--- config.mk ---
export PLATFORM = sky130hd
export DESIGN_NAME = cfg_serial_port
export DESIGN_NICKNAME = d
export VERILOG_FILES = /design/src/rtl/cfg_serial_port.sv
export SDC_FILE = /design/constraint.sdc
export NUM_CORES = 1
export LEC_CHECK = 0
export BUFFER_PORTS_ARGS = -buffer_cell sky130_fd_sc_hd__buf_2
export CORE_MARGIN = 2
export CORE_UTILIZATION = 37
export DETAILED_ROUTE_END_ITERATION = 6
export GPL_TIMING_DRIVEN = 0
export REMOVE_ABC_BUFFERS = 1
export SETUP_SLACK_MARGIN = 0.3
export SYNTH_ARGS = -nofsm -noshare
export SYNTH_HDL_FRONTEND = slang
export SYNTH_SLANG_ARGS = --single-unit
export TNS_END_PERCENT = 1
--- constraint.sdc ---
create_clock -name clk -period 2.63 [get_ports clk]
set_input_delay 0.526 -clock clk [delete_from_list [all_inputs] [get_ports clk]]
set_output_delay 0.526 -clock clk [all_outputs]
set_load 0.005 [all_outputs]
--- src/rtl/cfg_serial_port.sv ---
module cfg_serial_port #(
  parameter int CODE_MIN    = 19,
  parameter int CODE_MAX    = 4000,
  parameter int SYNC_STAGES = 2
) (
  input  logic        clk,
  input  logic        rst_n,
  input  logic        sclk,
  input  logic        sdi,
  input  logic        sample_strobe,
  input  logic [23:0] sample_data,
  output logic        sdo,
  output logic        data_ready,
  output logic        unipolar,
  output logic        word24,
  output logic        boost,
  output logic [11:0] filt_code,
  output logic        code_err,
  output logic        test_mode
);
  localparam int          SM       = SYNC_STAGES - 1;
  localparam logic [2:0]  SEL_FH   = 3'b010;
  localparam logic [2:0]  SEL_FL   = 3'b011;
  localparam logic [2:0]  SEL_TEST = 3'b100;
  localparam logic [2:0]  SEL_DATA = 3'b101;
  localparam logic [4:0]  ONES_TOP = 5'd31;

  typedef enum logic [1:0] {S_CMD, S_WR, S_RD} st_t;

  logic [SM:0] sck_q, sdi_q;
  logic        sck_d;
  st_t         st;
  logic [4:0]  cnt, last, ones;
  logic [6:0]  sr;
  logic [2:0]  sel;
  logic [23:0] osr;
  logic        rd_data;
  logic [7:0]  treg;
  logic [7:0]  rd_byte;

  wire        rise     = sck_q[SM] & ~sck_d;
  wire        bit_in   = sdi_q[SM];
  wire [7:0]  byte_in  = {sr, bit_in};
  wire        ones_hit = rise & bit_in & (ones == ONES_TOP);
  wire        in_read  = (st == S_RD);
  wire        in_cmd   = (st == S_CMD);
  wire        rd_done  = rise & ~ones_hit & in_read & (cnt == last) & rd_data;
  wire [11:0] cand_hi  = {byte_in[3:0], filt_code[7:0]};
  wire [11:0] cand_lo  = {filt_code[11:8], byte_in};

  function automatic logic legal(input logic [11:0] c);
    return (int'(c) >= CODE_MIN) && (int'(c) <= CODE_MAX);
  endfunction

  assign sdo       = in_read & osr[23];
  assign test_mode = |treg;

  always_comb begin
    case (byte_in[2:0])
      SEL_FH:   rd_byte = {unipolar, word24, boost, 1'b0, filt_code[11:8]};
      SEL_FL:   rd_byte = filt_code[7:0];
      SEL_TEST: rd_byte = treg;
      default:  rd_byte = 8'h00;
    endcase
  end

  always_ff @(posedge clk or negedge rst_n) begin
    if (!rst_n) begin
      sck_q <= '0;
      sdi_q <= '0;
      sck_d <= 1'b0;
    end else begin
      sck_q <= {sck_q[SM-1:0], sclk};
      sdi_q <= {sdi_q[SM-1:0], sdi};
      sck_d <= sck_q[SM];
    end
  end

  always_ff @(posedge clk or negedge rst_n) begin
    if (!rst_n) begin
      st        <= S_CMD;
      cnt       <= '0;
      last      <= '0;
      ones      <= '0;
      sr        <= '0;
      sel       <= '0;
      osr       <= '0;
      rd_data   <= 1'b0;
      unipolar  <= 1'b0;
      word24    <= 1'b0;
      boost     <= 1'b0;
      filt_code <= 12'h140;
      code_err  <= 1'b0;
      treg      <= '0;
    end else if (rise) begin
      ones <= bit_in ? ones + 5'd1 : 5'd0;
      if (ones_hit) begin
        st   <= S_CMD;
        cnt  <= '0;
        ones <= '0;
      end else begin
        case (st)
          S_CMD: begin
            sr  <= byte_in[6:0];
            cnt <= cnt + 5'd1;
            if (cnt == 5'd7) begin
              cnt <= '0;
              sel <= byte_in[2:0];
              if (byte_in[3]) begin
                st <= S_RD;
                if (byte_in[2:0] == SEL_DATA) begin
                  osr     <= sample_data;
                  last    <= word24 ? 5'd23 : 5'd15;
                  rd_data <= 1'b1;
                end else begin
                  osr     <= {rd_byte, 16'h0000};
                  last    <= 5'd7;
                  rd_data <= 1'b0;
                end
              end else begin
                st <= S_WR;
              end
            end
          end
          S_WR: begin
            sr  <= byte_in[6:0];
            cnt <= cnt + 5'd1;
            if (cnt == 5'd7) begin
              cnt <= '0;
              st  <= S_CMD;
              case (sel)
                SEL_FH: begin
                  unipolar <= byte_in[7];
                  word24   <= byte_in[6];
                  boost    <= byte_in[5];
                  if (legal(cand_hi)) filt_code[11:8] <= byte_in[3:0];
                  else                code_err        <= 1'b1;
                end
                SEL_FL: begin
                  if (legal(cand_lo)) filt_code[7:0] <= byte_in;
                  else                code_err       <= 1'b1;
                end
                SEL_TEST: treg <= byte_in;
                default: ;
              endcase
            end
          end
          default: begin
            osr <= {osr[22:0], 1'b0};
            cnt <= cnt + 5'd1;
            if (cnt == last) begin
              cnt <= '0;
              st  <= S_CMD;
            end
          end
        endcase
      end
    end
  end

  always_ff @(posedge clk or negedge rst_n) begin
    if (!rst_n)             data_ready <= 1'b0;
    else if (sample_strobe) data_ready <= 1'b1;
    else if (rd_done)       data_ready <= 1'b0;
  end
endmodule


==> out/qor.log <==
INFO  status         run_status=completed
INFO  place          gp_congestion=0.856
INFO  die            std_cell_rows=37
INFO  run            max_cap_viol_count=0
INFO  timing         final.setup.tns=0ns
INFO  clocking       worst_setup_hold_path_clk_slew=0.09ns
INFO  worst_setup_path r2r_start=cnt[0]
INFO  power          p_per_area=864nW/um^2
INFO  drt            vias=3012
INFO  worst_setup_path startpoint=cnt[0]
INFO  drt            antenna_violating_nets_post_route=0
INFO  clocking       count_of_h_tree_levels_built_during_cts=3
INFO  clocking       clock_latency=0.35ns
INFO  layout         most-common-layout-cells=dfrtp_1, buf_2, nand2_1
INFO  global_routing globalRouteOverflowTotal=0
INFO  global_routing via_count_of_the_first_global_routing_pass=2892
INFO  layout         fill_cells=985
INFO  worst_setup_path cp-start-kind=register
INFO  die            starting_utilization_of_the_core_area=37.6%
INFO  power          static-leakage-power=2.10nW
INFO  layout         layout_commonest_cell=dfrtp_1
INFO  clocking       clock_tree_from_tritoncts=yes
INFO  drt            post_drt_wl_per_cell=16.7um
INFO  layout         fraction_of_final_layout_cells_sized_beyond_drive_strength_1=29.3%
INFO  layout         flow.area_growth_from_synthesis=18.5%
INFO  clocking       post_cts_hold_buffer_count=0
INFO  timing         worst_pin_slew=0.934ns
INFO  yosys          post_synth_inst_count=368
INFO  global_routing grtUsageTotal=16.8%
INFO  layout         num-nets-final=440
INFO  die            boundaryPins=48
INFO  clocking       clock_sinks=80
INFO  timing         drv_slew=0
INFO  worst_setup_path ff2ff_setup_slack=0.30ns
INFO  clocking       cts_made_buffers=9
INFO  yosys          simple_gate_share_of_the_synthesized_area=17.5%
INFO  place          dp_hpwl=5860um
INFO  min_path       hold_path.class=in2async
INFO  yosys          synthFlopType=dfrtp_1
INFO  timing         final_hold_viol_count=0
INFO  worst_setup_path timing.setup.critical_path_class=reg2reg
INFO  worst_setup_path setup.worst_path.end_class=register
INFO  drt            detailroute.wirelength.met3=381um
INFO  global_routing grt_max_degree=56
INFO  timing         fmax=430MHz
INFO  yosys          postSynthRegisterBits=80
INFO  global_routing initial_antenna_violation_count=0
INFO  yosys          post_synth_instance_area=3830um^2
INFO  layout         insertedDiodeCount=0
INFO  drt            drc=0
INFO  timing         setup_viol_count_final=0
INFO  die            chipWidth=106um
INFO  timing         finClkSkew=0.0132ns
INFO  worst_setup_path timing.reg2reg.worst_path_depth=6
INFO  yosys          synth_compound_area_share=17.0%
INFO  power          worst_ir_drop_vdd=0.353mV
INFO  worst_setup_path arrival_time_reported_for_the_critical_path_endpoint=2.56ns
INFO  worst_setup_path cp_data_required_time=2.87ns
INFO  yosys          synth.yosys.warnings=0
INFO  die            die_area=11200um^2
INFO  yosys          synth.yosys.seq_area_share=52.4%
INFO  drt            routed_via_density=5.49
INFO  yosys          syn-mean-instance-area=10.4um^2
INFO  yosys          synth-xor-area-share=0.458%
INFO  yosys          async_flop_share=100%
INFO  global_routing grt_first_pass_wirelength=14900um
INFO  drt            detailed_routed_wire_length_on_met2=4090um
INFO  yosys          synth_edf_count=0
INFO  clocking       cts_buffer_depth=2
INFO  yosys          synth_top_family_by_area=simple AND/OR/NAND/NOR gates
INFO  drt            topRoutingLayerUsed=met4
INFO  yosys          yosys-mux-area-fraction=9.12%
INFO  worst_setup_path worst_r2r_endpoint=filt_code[11]
INFO  die            core_area=10200um^2
INFO  die            die_y=106um
INFO  timing         period_minus_slack=2.33ns
INFO  worst_setup_path cp-endpoint=filt_code[11]
INFO  yosys          yosysUniqueCellTypes=50
INFO  worst_setup_path crit_fanout=6
INFO  drt            firstDrtPassIters=4
INFO  timing         grt_setup_unrepaired=yes
INFO  timing         hold-worst-slack=0.0776ns
INFO  timing         period_share=88.4%
INFO  timing         max_slew_margin=37.7%
INFO  drt            wl_met1=4610um
INFO  clocking       cts_root_buffer=clkbuf_8
INFO  yosys          synth_fa_ha_area_share=0.981%
INFO  drt            drt_iter0_drc=159
INFO  place          placement.io_buffers=47
INFO  drt            routed_wirelength=9190um
-- per-stage QoR --
stage          instances  setup slack [ns]  util [%]  instance area [um^2]  power (W)
2_1_floorplan        346            -0.995         -                  3740    0.00253
3_3_place_gp         529             -2.11      40.7                  4150    0.00286
3_5_place_dp         530            -0.227      41.1                  4190    0.00290
4_1_cts              546             0.180      44.0                  4480    0.00392
5_1_grt              549             0.177      44.5                  4540    0.00420
6_report             549             0.304      44.5                  4540    0.00392
-- how the worst min path moves through the flow --
stage	start	end	cells past startpoint
after floorplan	rst_n	boost	0
after global placement	sdi_q[0]	sdi_q[1]	0
after detailed placement	sck_q[0]	sck_q[1]	0
after CTS	rst_n	ones[1]	1
after global routing	rst_n	ones[1]	1
final	rst_n	ones[1]	1
-- cells in the mapped netlist (all sizes together) (2+ instances only) --
master,instances,area (um^2)
a22o,4,35.0
xor2,2,17.5
dfrtp,78,1950
nor3,9,56.3
buf,2,10.0
or2,2,15.0
a31oi,2,12.5
nor2,21,81.3
nor4,6,37.5
a221oi,7,61.3
nand2,44,165
nand2b,6,37.5
ha,3,37.5
nand3,7,40.0
o31ai,10,75.1
nor2b,2,12.5
and3,17,106
mux2,31,349
nand4,4,25.0
or4,2,18.8
inv,4,15.0
or3,2,12.5
a21oi,21,105
a22oi,7,52.6
clkbuf,20,75.1
dfstp,2,52.6
nor3b,2,15.0
o21a,7,52.6
o21ai,30,154
-- worst max-delay path, stage by stage (launching register included) --
cell and delay [ns]:
dfrtp_1 0.46, ha_1 0.26, nand4bb_2 0.23, nor2_4 0.23, nand3_4 0.13, or4b_4 0.58
mux2_4 0.32
-- state kept, by name (all words and copies together), names as in the netlist, 3 cells and up --
| register | flops |
|---|---|
| osr | 24 |
| filt_code | 12 |
| treg | 8 |
| sr | 7 |
| cnt | 5 |
| ones | 5 |
| last | 3 |
| sel | 3 |
-- report_power, final --
part / total, W / switching, W / leakage, nW / internal [W]
clock network: 0.000983 / 0.000447 / 0.104 / 0.000536
registers: 0.00191 / 0.000367 / 1.01 / 0.00154
logic: 0.00103 / 0.000593 / 0.988 / 0.000435
-- cell families (layout without fill, tap and decap cells) --
family | after synthesis | after routing
AOI/OAI and AO/OA | 98 | 99
xor gates and xnor gates | 2 | 2
adders and majority gates | 3 | 3
buffers and inverters | 26 | 70
DFF | 80 | 80
muxes | 31 | 31
and+or+nand+nor | 128 | 128
-- routing by layer --
metal	track usage, %	vias to the layer above
met5	0	-
met4	6.77	0
met3	2.91	8
met2	25.2	73
met1	24.3	1501
li1	-	1430
-- layout make-up --
type / count / area, um^2 / area share (%)
Clock buffer: 11 / 131 / 2.90
Clock inverter: 5 / 81.3 / 1.79
Inverter: 4 / 15.0 / 0.331
Multi-Input combinational cell: 263 / 1840 / 40.6
Sequential cell: 80 / 2010 / 44.2
Tap cell: 136 / 170 / 3.75
Timing Repair Buffer: 50 / 293 / 6.46
-- timing repair --
| action | 4_1_cts | 5_1_grt |
|---|---|---|
| setup endpoints to repair | 54 | 41 |
| resized for setup | 19 | 5 |
| cloned | 0 | 1 |
| pin swaps | 3 | 3 |
| buffers inserted | 0 | 2 |
Note: power is estimated with default switching activity, not from simulation.
